==> src/rtl/fc_pkg.sv <==
package fc_pkg;

  typedef enum logic [1:0] {
    ST_ACTIVE  = 2'd0,
    ST_PASSIVE = 2'd1,
    ST_BUSOFF  = 2'd2
  } nodeState_t;

  typedef struct packed {
    logic txUp;
    logic txBig;
    logic txDown;
    logic rxUp;
    logic rxBig;
    logic rxDown;
    logic clearAll;
  } cntStrobe_t;

endpackage

==> src/rtl/fc_satcnt.sv <==
module fc_satcnt #(
  parameter int W   = 8,
  parameter int BIG = 8
) (
  input  logic         clk,
  input  logic         rst,
  input  logic         clr,
  input  logic         up,
  input  logic         big,
  input  logic         down,
  output logic [W-1:0] value,
  output logic [W-1:0] nextValue
);

  localparam logic [W-1:0] MAXV = '1;
  localparam logic [W-1:0] BIGV = W'(BIG);
  localparam logic [W-1:0] ONEV = W'(1);

  logic [W-1:0] step;

  always_comb begin
    step = big ? BIGV : ONEV;
    if (clr)
      nextValue = '0;
    else if (up)
      nextValue = (value > (MAXV - step)) ? MAXV : (value + step);
    else if (down)
      nextValue = (value == '0) ? '0 : (value - ONEV);
    else
      nextValue = value;
  end

  always_ff @(posedge clk) begin
    if (rst) value <= '0;
    else     value <= nextValue;
  end

  AST_NO_UNDERFLOW: assert property (@(posedge clk) disable iff (rst)
    (value == '0 && down && !up && !clr) |=> (value == '0));

  AST_INC_WINS: assert property (@(posedge clk) disable iff (rst)
    (up && down && !clr && value != MAXV) |=> (value > $past(value)));

endmodule

==> src/rtl/fc_counters.sv <==
module fc_counters
  import fc_pkg::*;
#(
  parameter int TX_W = 9,
  parameter int RX_W = 8,
  parameter int BIG  = 8
) (
  input  logic            clk,
  input  logic            rst,
  input  cntStrobe_t      strobe,
  output logic [TX_W-1:0] txCount,
  output logic [RX_W-1:0] rxCount,
  output logic [TX_W-1:0] txNext,
  output logic [RX_W-1:0] rxNext
);

  fc_satcnt #(.W(TX_W), .BIG(BIG)) txCnt (
    .clk(clk), .rst(rst), .clr(strobe.clearAll),
    .up(strobe.txUp), .big(strobe.txBig), .down(strobe.txDown),
    .value(txCount), .nextValue(txNext)
  );

  fc_satcnt #(.W(RX_W), .BIG(BIG)) rxCnt (
    .clk(clk), .rst(rst), .clr(strobe.clearAll),
    .up(strobe.rxUp), .big(strobe.rxBig), .down(strobe.rxDown),
    .value(rxCount), .nextValue(rxNext)
  );

endmodule

==> src/rtl/fc_control.sv <==
module fc_control
  import fc_pkg::*;
#(
  parameter int TX_W          = 9,
  parameter int RX_W          = 8,
  parameter int PASSIVE_LIMIT = 128,
  parameter int BUSOFF_LIMIT  = 256,
  parameter int RECOVER_COUNT = 128
) (
  input  logic            clk,
  input  logic            rst,
  input  logic            txErrInc,
  input  logic            txStep8,
  input  logic            txErrDec,
  input  logic            rxErrInc,
  input  logic            rxStep8,
  input  logic            rxErrDec,
  input  logic            idleSeen,
  input  logic [TX_W-1:0] txNext,
  input  logic [RX_W-1:0] rxNext,
  output cntStrobe_t      strobe,
  output logic            errPassive,
  output logic            busOff
);

  localparam int RCW = $clog2(RECOVER_COUNT + 1);
  localparam logic [TX_W-1:0] TX_PASS = TX_W'(PASSIVE_LIMIT);
  localparam logic [RX_W-1:0] RX_PASS = RX_W'(PASSIVE_LIMIT);
  localparam logic [TX_W-1:0] TX_OFF  = TX_W'(BUSOFF_LIMIT);
  localparam logic [RCW-1:0]  REC_LAST = RCW'(RECOVER_COUNT - 1);

  nodeState_t stateQ, stateD;
  logic [RCW-1:0] recoverCnt;
  logic inBusOff, live, recoverDone;

  assign inBusOff    = (stateQ == ST_BUSOFF);
  assign live        = !inBusOff;
  assign recoverDone = inBusOff && idleSeen && (recoverCnt == REC_LAST);

  always_comb begin
    strobe.txUp     = live && txErrInc;
    strobe.txBig    = txStep8;
    strobe.txDown   = live && txErrDec && !txErrInc;
    strobe.rxUp     = live && rxErrInc;
    strobe.rxBig    = rxStep8;
    strobe.rxDown   = live && rxErrDec && !rxErrInc;
    strobe.clearAll = recoverDone;
  end

  always_comb begin
    if (inBusOff)
      stateD = recoverDone ? ST_ACTIVE : ST_BUSOFF;
    else if (txNext >= TX_OFF)
      stateD = ST_BUSOFF;
    else if (txNext >= TX_PASS || rxNext >= RX_PASS)
      stateD = ST_PASSIVE;
    else
      stateD = ST_ACTIVE;
  end

  always_ff @(posedge clk) begin
    if (rst) stateQ <= ST_ACTIVE;
    else     stateQ <= stateD;
  end

  always_ff @(posedge clk) begin
    if (rst || !inBusOff)
      recoverCnt <= '0;
    else if (idleSeen)
      recoverCnt <= recoverDone ? '0 : (recoverCnt + RCW'(1));
  end

  assign errPassive = (stateQ == ST_PASSIVE);
  assign busOff     = inBusOff;

  AST_FLAGS_EXCL: assert property (@(posedge clk) disable iff (rst)
    !(errPassive && busOff));

  AST_RECOVER_IDLE: assert property (@(posedge clk) disable iff (rst)
    (!inBusOff) |=> (recoverCnt == '0));

endmodule

==> src/rtl/can_fault_conf.sv <==
module can_fault_conf
  import fc_pkg::*;
#(
  parameter int TX_W          = 9,
  parameter int RX_W          = 8,
  parameter int BIG_STEP      = 8,
  parameter int PASSIVE_LIMIT = 128,
  parameter int BUSOFF_LIMIT  = 256,
  parameter int RECOVER_COUNT = 128
) (
  input  logic            clk,
  input  logic            rst,
  input  logic            txErrInc,
  input  logic            txStep8,
  input  logic            txErrDec,
  input  logic            rxErrInc,
  input  logic            rxStep8,
  input  logic            rxErrDec,
  input  logic            idleSeen,
  output logic [TX_W-1:0] txErrCount,
  output logic [RX_W-1:0] rxErrCount,
  output logic            errPassive,
  output logic            busOff
);

  cntStrobe_t strobe;
  logic [TX_W-1:0] txNext;
  logic [RX_W-1:0] rxNext;

  fc_control #(
    .TX_W(TX_W), .RX_W(RX_W), .PASSIVE_LIMIT(PASSIVE_LIMIT),
    .BUSOFF_LIMIT(BUSOFF_LIMIT), .RECOVER_COUNT(RECOVER_COUNT)
  ) ctrl (
    .clk(clk), .rst(rst),
    .txErrInc(txErrInc), .txStep8(txStep8), .txErrDec(txErrDec),
    .rxErrInc(rxErrInc), .rxStep8(rxStep8), .rxErrDec(rxErrDec),
    .idleSeen(idleSeen), .txNext(txNext), .rxNext(rxNext),
    .strobe(strobe), .errPassive(errPassive), .busOff(busOff)
  );

  fc_counters #(.TX_W(TX_W), .RX_W(RX_W), .BIG(BIG_STEP)) dp (
    .clk(clk), .rst(rst), .strobe(strobe),
    .txCount(txErrCount), .rxCount(rxErrCount),
    .txNext(txNext), .rxNext(rxNext)
  );

  AST_BUSOFF_ENTRY: assert property (@(posedge clk) disable iff (rst)
    (txErrCount >= TX_W'(BUSOFF_LIMIT)) |-> busOff);

  AST_PASSIVE_SET: assert property (@(posedge clk) disable iff (rst)
    (!busOff && (txErrCount >= TX_W'(PASSIVE_LIMIT) ||
                 rxErrCount >= RX_W'(PASSIVE_LIMIT))) |-> errPassive);

  AST_ACTIVE_RETURN: assert property (@(posedge clk) disable iff (rst)
    (txErrCount < TX_W'(PASSIVE_LIMIT) &&
     rxErrCount < RX_W'(PASSIVE_LIMIT)) |-> !errPassive);

  AST_COUNTS_HOLD: assert property (@(posedge clk) disable iff (rst)
    (busOff && $past(busOff)) |-> ($stable(txErrCount) && $stable(rxErrCount)));

  AST_RECOVER_CLEAR: assert property (@(posedge clk) disable iff (rst)
    $fell(busOff) |-> (txErrCount == '0 && rxErrCount == '0));

endmodule

==> config.mk <==
export PLATFORM = sky130hd
export DESIGN_NAME = can_fault_conf
export DESIGN_NICKNAME = d
export VERILOG_FILES = /design/src/rtl/fc_pkg.sv /design/src/rtl/fc_satcnt.sv /design/src/rtl/fc_counters.sv /design/src/rtl/fc_control.sv /design/src/rtl/can_fault_conf.sv
export SDC_FILE = /design/constraint.sdc
export NUM_CORES = 1
export LEC_CHECK = 0
export ABC_CLOCK_PERIOD_IN_PS = 2100
export BUFFER_PORTS_ARGS = -buffer_cell sky130_fd_sc_hd__buf_4
export CORE_ASPECT_RATIO = 0.7
export CORE_MARGIN = 1.5
export CORE_UTILIZATION = 45
export DETAILED_ROUTE_END_ITERATION = 10
export PLACE_DENSITY = 0.75
export SETUP_SLACK_MARGIN = 0.02
export SLEW_MARGIN = 20
export SYNTH_ARGS = -nofsm -noshare
export SYNTH_HDL_FRONTEND = slang
export SYNTH_SLANG_ARGS = --single-unit
export TNS_END_PERCENT = 30
==> constraint.sdc <==
create_clock -name clk -period 2.1 [get_ports clk]
set_input_delay 0.315 -clock clk [delete_from_list [all_inputs] [get_ports clk]]
set_output_delay 0.315 -clock clk [all_outputs]
set_load 0.03 [all_outputs]
# == Word-level counts from Yosys, hierarchy flattened ==
# Cells that the tools add are included.
# op_classes
addsub,7
magnitude_cmp,5
eq_ne,3
mux,17
reduce_logical,15
# op_table
op,count
two-way mux 8 bit,6
two-way mux 9 bit,5
adder 9 bit,1
">= comparator 9 x 8 -> 1 bit, second input constant",1
">= comparator 9 bit, second input constant",1
greater-than comparator 9 bit,1
zero test 9 bit,1
"subtractor 9 x 1 -> 9 bit, second input constant",1
"subtractor 9 bit, first input constant",1
"adder 8 x 1 -> 8 bit, second input constant",1
adder 8 bit,1
"equality test 8 x 7 -> 1 bit, second input constant",1
">= comparator 8 bit, second input constant",1
greater-than comparator 8 bit,1
logical AND 1 bit,8
zero test 8 bit,1
two-way mux 4 bit,2
"subtractor 8 x 1 -> 8 bit, second input constant",1
"subtractor 8 bit, first input constant",1
two-way mux 2 bit,3
zero test 1 bit,3
"equality test 2 x 1 -> 1 bit, second input constant",1
"equality test 2 bit, second input constant",1
logical OR 1 bit,2
two-way mux 1 bit,1
# totals
reg_bits,27
in_bits,9
out_inout_bits,19
wordCells,51

# == Logic depth before layout (Yosys ltp) ==
# logic_depth
ltp_word,12
mapped_depth,8
depth_no_buf,8

# == By module ==
# A second synthesis with hierarchy kept.
# unflattened
cells_unflattened,272
area_unflattened_um2,2267.2
# modules_own_cells
module,instances,cells_each,area_each_um2,seq_area_each_um2
fc_satcnt at dp.txCnt,1,110,920.9,180.2
fc_satcnt at dp.rxCnt,1,104,804.5,160.2
fc_control,1,58,541.8,200.2

# == Least setup slack after synthesis ==
# Ideal clock, no wire load.
# synth_timing
path_kind,reg-to-reg
from,reg dp.txCnt.value[3]
to,reg ctrl.stateQ[0]
setup_ps,103
t_arrival_ps,1965
t_required_ps,1997
slack_ps,31
path_stages_with_launch,8
path_buffers,1
synth_period_minus_slack_ps,2069
cell_sequence,dfxtp_1 ha_1 and4b_1 o2111ai_2 and2_4 buf_6 a221oi_1 a2111oi_2
# synth_between
elab_chain_len,10
word_cells_on_any_way,15
cone_classes,add/sub (2); order compare (3); mux (8); reduce/logical (2)
# synth_lines
item,line,rtl
from (decl),fc_satcnt.sv:11,"output logic [W-1:0] value,"
from (signal assigned),fc_satcnt.sv:35,else value <= nextValue;
subtractor 9 x 1 -> 9 bit or zero test 9 bit (tied branches),fc_satcnt.sv:28,nextValue = (value == '0) ? '0 : (value - ONEV);
two-way mux 9 bit,fc_satcnt.sv:28,
two-way mux 9 bit,fc_satcnt.sv:27,else if (down)
two-way mux 9 bit *,fc_satcnt.sv:25,else if (up)
two-way mux 9 bit *,fc_satcnt.sv:23,if (clr)
>= comparator 9 x 8 -> 1 bit,fc_control.sv:55,else if (txNext >= TX_PASS || rxNext >= RX_PASS)
logical OR 1 bit,fc_control.sv:55,
two-way mux 1 bit,fc_control.sv:55,
two-way mux 2 bit *,fc_control.sv:53,else if (txNext >= TX_OFF)
two-way mux 2 bit *,fc_control.sv:51,if (inBusOff)
to (signal assigned),fc_control.sv:63,else stateQ <= stateD;
to (decl),fc_control.sv:32,"nodeState_t stateQ, stateD;"
# Mark *: on every way between the ends. The rest lies on a longest branch, timed or not.
# A chain may end at the register's enable or synchronous reset.

# == Worst setup path after layout ==
# Same ends and word-level chain as after synthesis.

==> impl_metrics.py <==
metrics = {
    "setup_path": {
        "criticalPathCategory": "flip-flop to flip-flop",
        "critical-path-top-delay-family": "compound AO/OA/AOI/OAI gates",
        "reg2reg_to": "ctrl.stateQ[0]",
        "crit_buf_inv": 0,
        "start_kind": "flip-flop",
        "crit_chain": "ha_1, a41oi_1, or3_1, a31oi_1, a31oi_1, a2111oi_2",
        "rrSetupSlack_ns": 0.13,
        "ff2ff_path_depth": 6,
        "startpoint": "dp.txCnt.value[3]",
        "critPathMaxFanout": 5,
        "worstSetupEndpoint": "ctrl.stateQ[0]",
        "cpMostUsedCell": "a31oi_1",
        "timing.rr.start": "dp.txCnt.value[3]",
        "critPathSlowestCell": "ha_1",
        "slowest_delay_ns": 0.40,
        "worst-path-stages": 6,
        "crit_arrival_ns": 2.15,
        "crit_path_end_kind": "flip-flop",
        "required_ns": 2.28,
    },
    "detailed_routing": {
        "wl_per_cell_um": 14.4,
        "first_pass_iters": 5,
        "vias_per_cell": 5.74,
        "finalWirelength_um": 4540,
        "antenna_left": 0,
        "drt_iter0_drc": 154,
        "drc_errors": 0,
        "vias": 1815,
    },
    "place": {
        "pre_cts_ws_ns": 0.0645,
        "dpl.hpwl_um": 3480,
        "io_buffer_count": 27,
        "dpl_cell_area_mm2": 0.00221,
        "place.gp.congestion": 0.944,
    },
    "synthesis": {
        "yosysSeqAreaShare_pct": 28.0,
        "synth_simple_gate_area_share_pct": 28.6,
        "yosys.area.top_type": "dfxtp_1",
        "synth_fa_ha_area_share_pct": 7.78,
        "syn_area_mm2": 0.00193,
        "synthMuxAreaShare_pct": 1.56,
        "postSynthAreaPerCell_um2": 8.22,
        "synth.distinct_cells": 49,
        "synth-seq-cells": 27,
        "synth_top_family_by_area": "simple AND/OR/NAND/NOR gates",
        "synth.area.top_cells": "dfxtp_1 28%, ha_1 7.8%, xnor2_1 7.3%",
        "ys_async_sr_fraction_pct": 0,
        "syn_nets": 256,
        "synthFlopType": "dfxtp_1",
        "synth-compound-area-share_pct": 17.6,
        "ys.warnings.count": 0,
        "synth_xor_area_share_pct": 10.9,
        "syn_inst": 235,
        "netlist.area_leader.share_pct": 28.0,
        "synth-edff-count": 0,
    },
    "grt": {
        "grt_pass1_vias": 1640,
        "grt_pass1_wl_um": 7620,
        "antenna_found_initial": 0,
        "grt_use_total_pct": 20.9,
        "grt_overflow": 0,
        "grt_max_degree": 26,
    },
    "cells_and_area": {
        "final_nets": 286,
        "fill_cells": 400,
        "final_common_cell": "buf_4",
        "seq_area_um2": 541,
        "design_area_mm2": 0.00226,
        "layout-drive-gt1-share_pct": 20.5,
        "fin_util_pct": 56.2,
        "multi_input_area_mm2": 0.00129,
        "syn_to_final_growth_pct": 17.0,
        "layout_common_cells": "39 x buf_4, 27 x dfxtp_1, 23 x nor2_1",
        "diodes": 0,
    },
    "sta": {
        "setup_viol": 0,
        "rsz0062_at_grt": "false",
        "slew_headroom_pct": 56.2,
        "max_freq_ghz": 0.507,
        "timing.final.max_slew_violations": 0,
        "clock_skew_ns": 0.00798,
        "tightest_slew_ns": 0.651,
        "hold_viol": 0,
        "finalWorstSetupSlack_ns": 0.128,
        "final.setup.tns_ns": 0,
        "min_period_ns": 1.97,
        "fin_crit_sh_pct": 93.9,
    },
    "pwr": {
        "ir_drop_v": 0.000454,
        "p_per_area_mw_per_mm2": 802,
        "total_power_mw": 1.81,
        "leakage_nw": 0.889,
    },
    "clock_tree": {
        "ctsResizeCount": 0,
        "post-cts-setup-buffer-count": 0,
        "cts.sinks": 27,
        "clk_latency_ns": 0.27,
        "cts_tree": "built",
        "h-tree-depth": 1,
        "clk_pin_slew_worst_paths_ns": 0.10,
        "numCtsBuffers": 3,
        "clock_path_buffers": 2,
        "cts.hold.buffers_added": 0,
        "ctsRootBufferMaster": "clkbuf_8",
    },
    "floorplan": {
        "row_count": 19,
        "dieArea_mm2": 0.00470,
        "fp.dieH_um": 57.8,
        "initial_core_util_pct": 48.1,
        "core_mm2": 0.00402,
        "die_w_um": 81.3,
        "num_io_pins": 28,
    },
    "worst_hold_path": {
        "hp-class": "input pin to flip-flop",
    },
    "flow_run": {
        "maxCapViolations": 0,
    },
    "status": {
        "status": "complete, no violations",
    },
}
where the power goes:
part | switching [mW] | internal [mW]
combinational | 0.478 | 0.347
sequential | 0.114 | 0.573
clock | 0.166 | 0.133
total | 0.758 | 1.05
cell families after synthesis:
family,after synthesis
xor+xnor,24
fa+ha+maj,12
simple gates,101
buf+inv,21
mux,3
flops,27
compound gates,47
state kept, by name (all words and copies together) (netlist names):
signal and flops:
ctrl.stateQ 2, ctrl.recoverCnt 8, dp.rxCnt.value 8, dp.txCnt.value 9
cells in the mapped netlist (5+ instances only):
| library cell | count |
|---|---|
| dfxtp_1 | 27 |
| nor2_1 | 23 |
| nand2_1 | 17 |
| xnor2_1 | 16 |
| a21oi_1 | 12 |
| ha_1 | 12 |
| nand3_1 | 12 |
| a211oi_1 | 9 |
| buf_2 | 9 |
| nand4_1 | 9 |
| xor2_1 | 8 |
| inv_1 | 7 |
| nor3_1 | 7 |
| a31oi_1 | 6 |
| o21ai_0 | 6 |
| nor2b_1 | 5 |
| or3_1 | 5 |
worst min-delay path by stage:
stage	startpoint	depth (start not counted)	to
final	rst	2	dp.txCnt.value[7]
after detailed placement	ctrl.recoverCnt[4]	2	ctrl.recoverCnt[4]
after global placement	ctrl.recoverCnt[7]	2	ctrl.recoverCnt[7]
after global routing	rst	2	ctrl.stateQ[0]
after floorplan	rst	1	dp.rxCnt.value[7]
after CTS	rst	2	dp.rxCnt.value[7]
layer usage:
| metal | track usage, % | wire length [um] | part of all wire (%) | up-vias |
|---|---|---|---|---|
| li1 | - | - | - | 913 |
| met5 | 0 | 0 | 0 | - |
| met3 | 5.20 | 344 | 7.6 | 4 |
| met1 | 31.6 | 2320 | 51 | 834 |
| met2 | 30.2 | 1860 | 41 | 64 |
| met4 | 3.20 | 20 | 0.44 | 0 |
stage by stage:
stage          std cells  hold slack [ns]
6_report             316            0.256
3_3_place_gp         312            0.497
5_1_grt              316            0.246
4_1_cts              316            0.244
3_5_place_dp         312            0.516
2_1_floorplan        235            0.387
final cells by class:
| type | instances | share of cell area [%] |
|---|---|---|
| Multi-Input combinational cell | 187 | 57.0 |
| Sequential cell | 27 | 23.9 |
| Timing Repair Buffer | 39 | 13.0 |
| Tap cell | 52 | 2.88 |
| Clock buffer | 3 | 1.83 |
| Inverter | 7 | 1.16 |
| Clock inverter | 1 | 0.222 |
(Power assumes the default switching activity.)
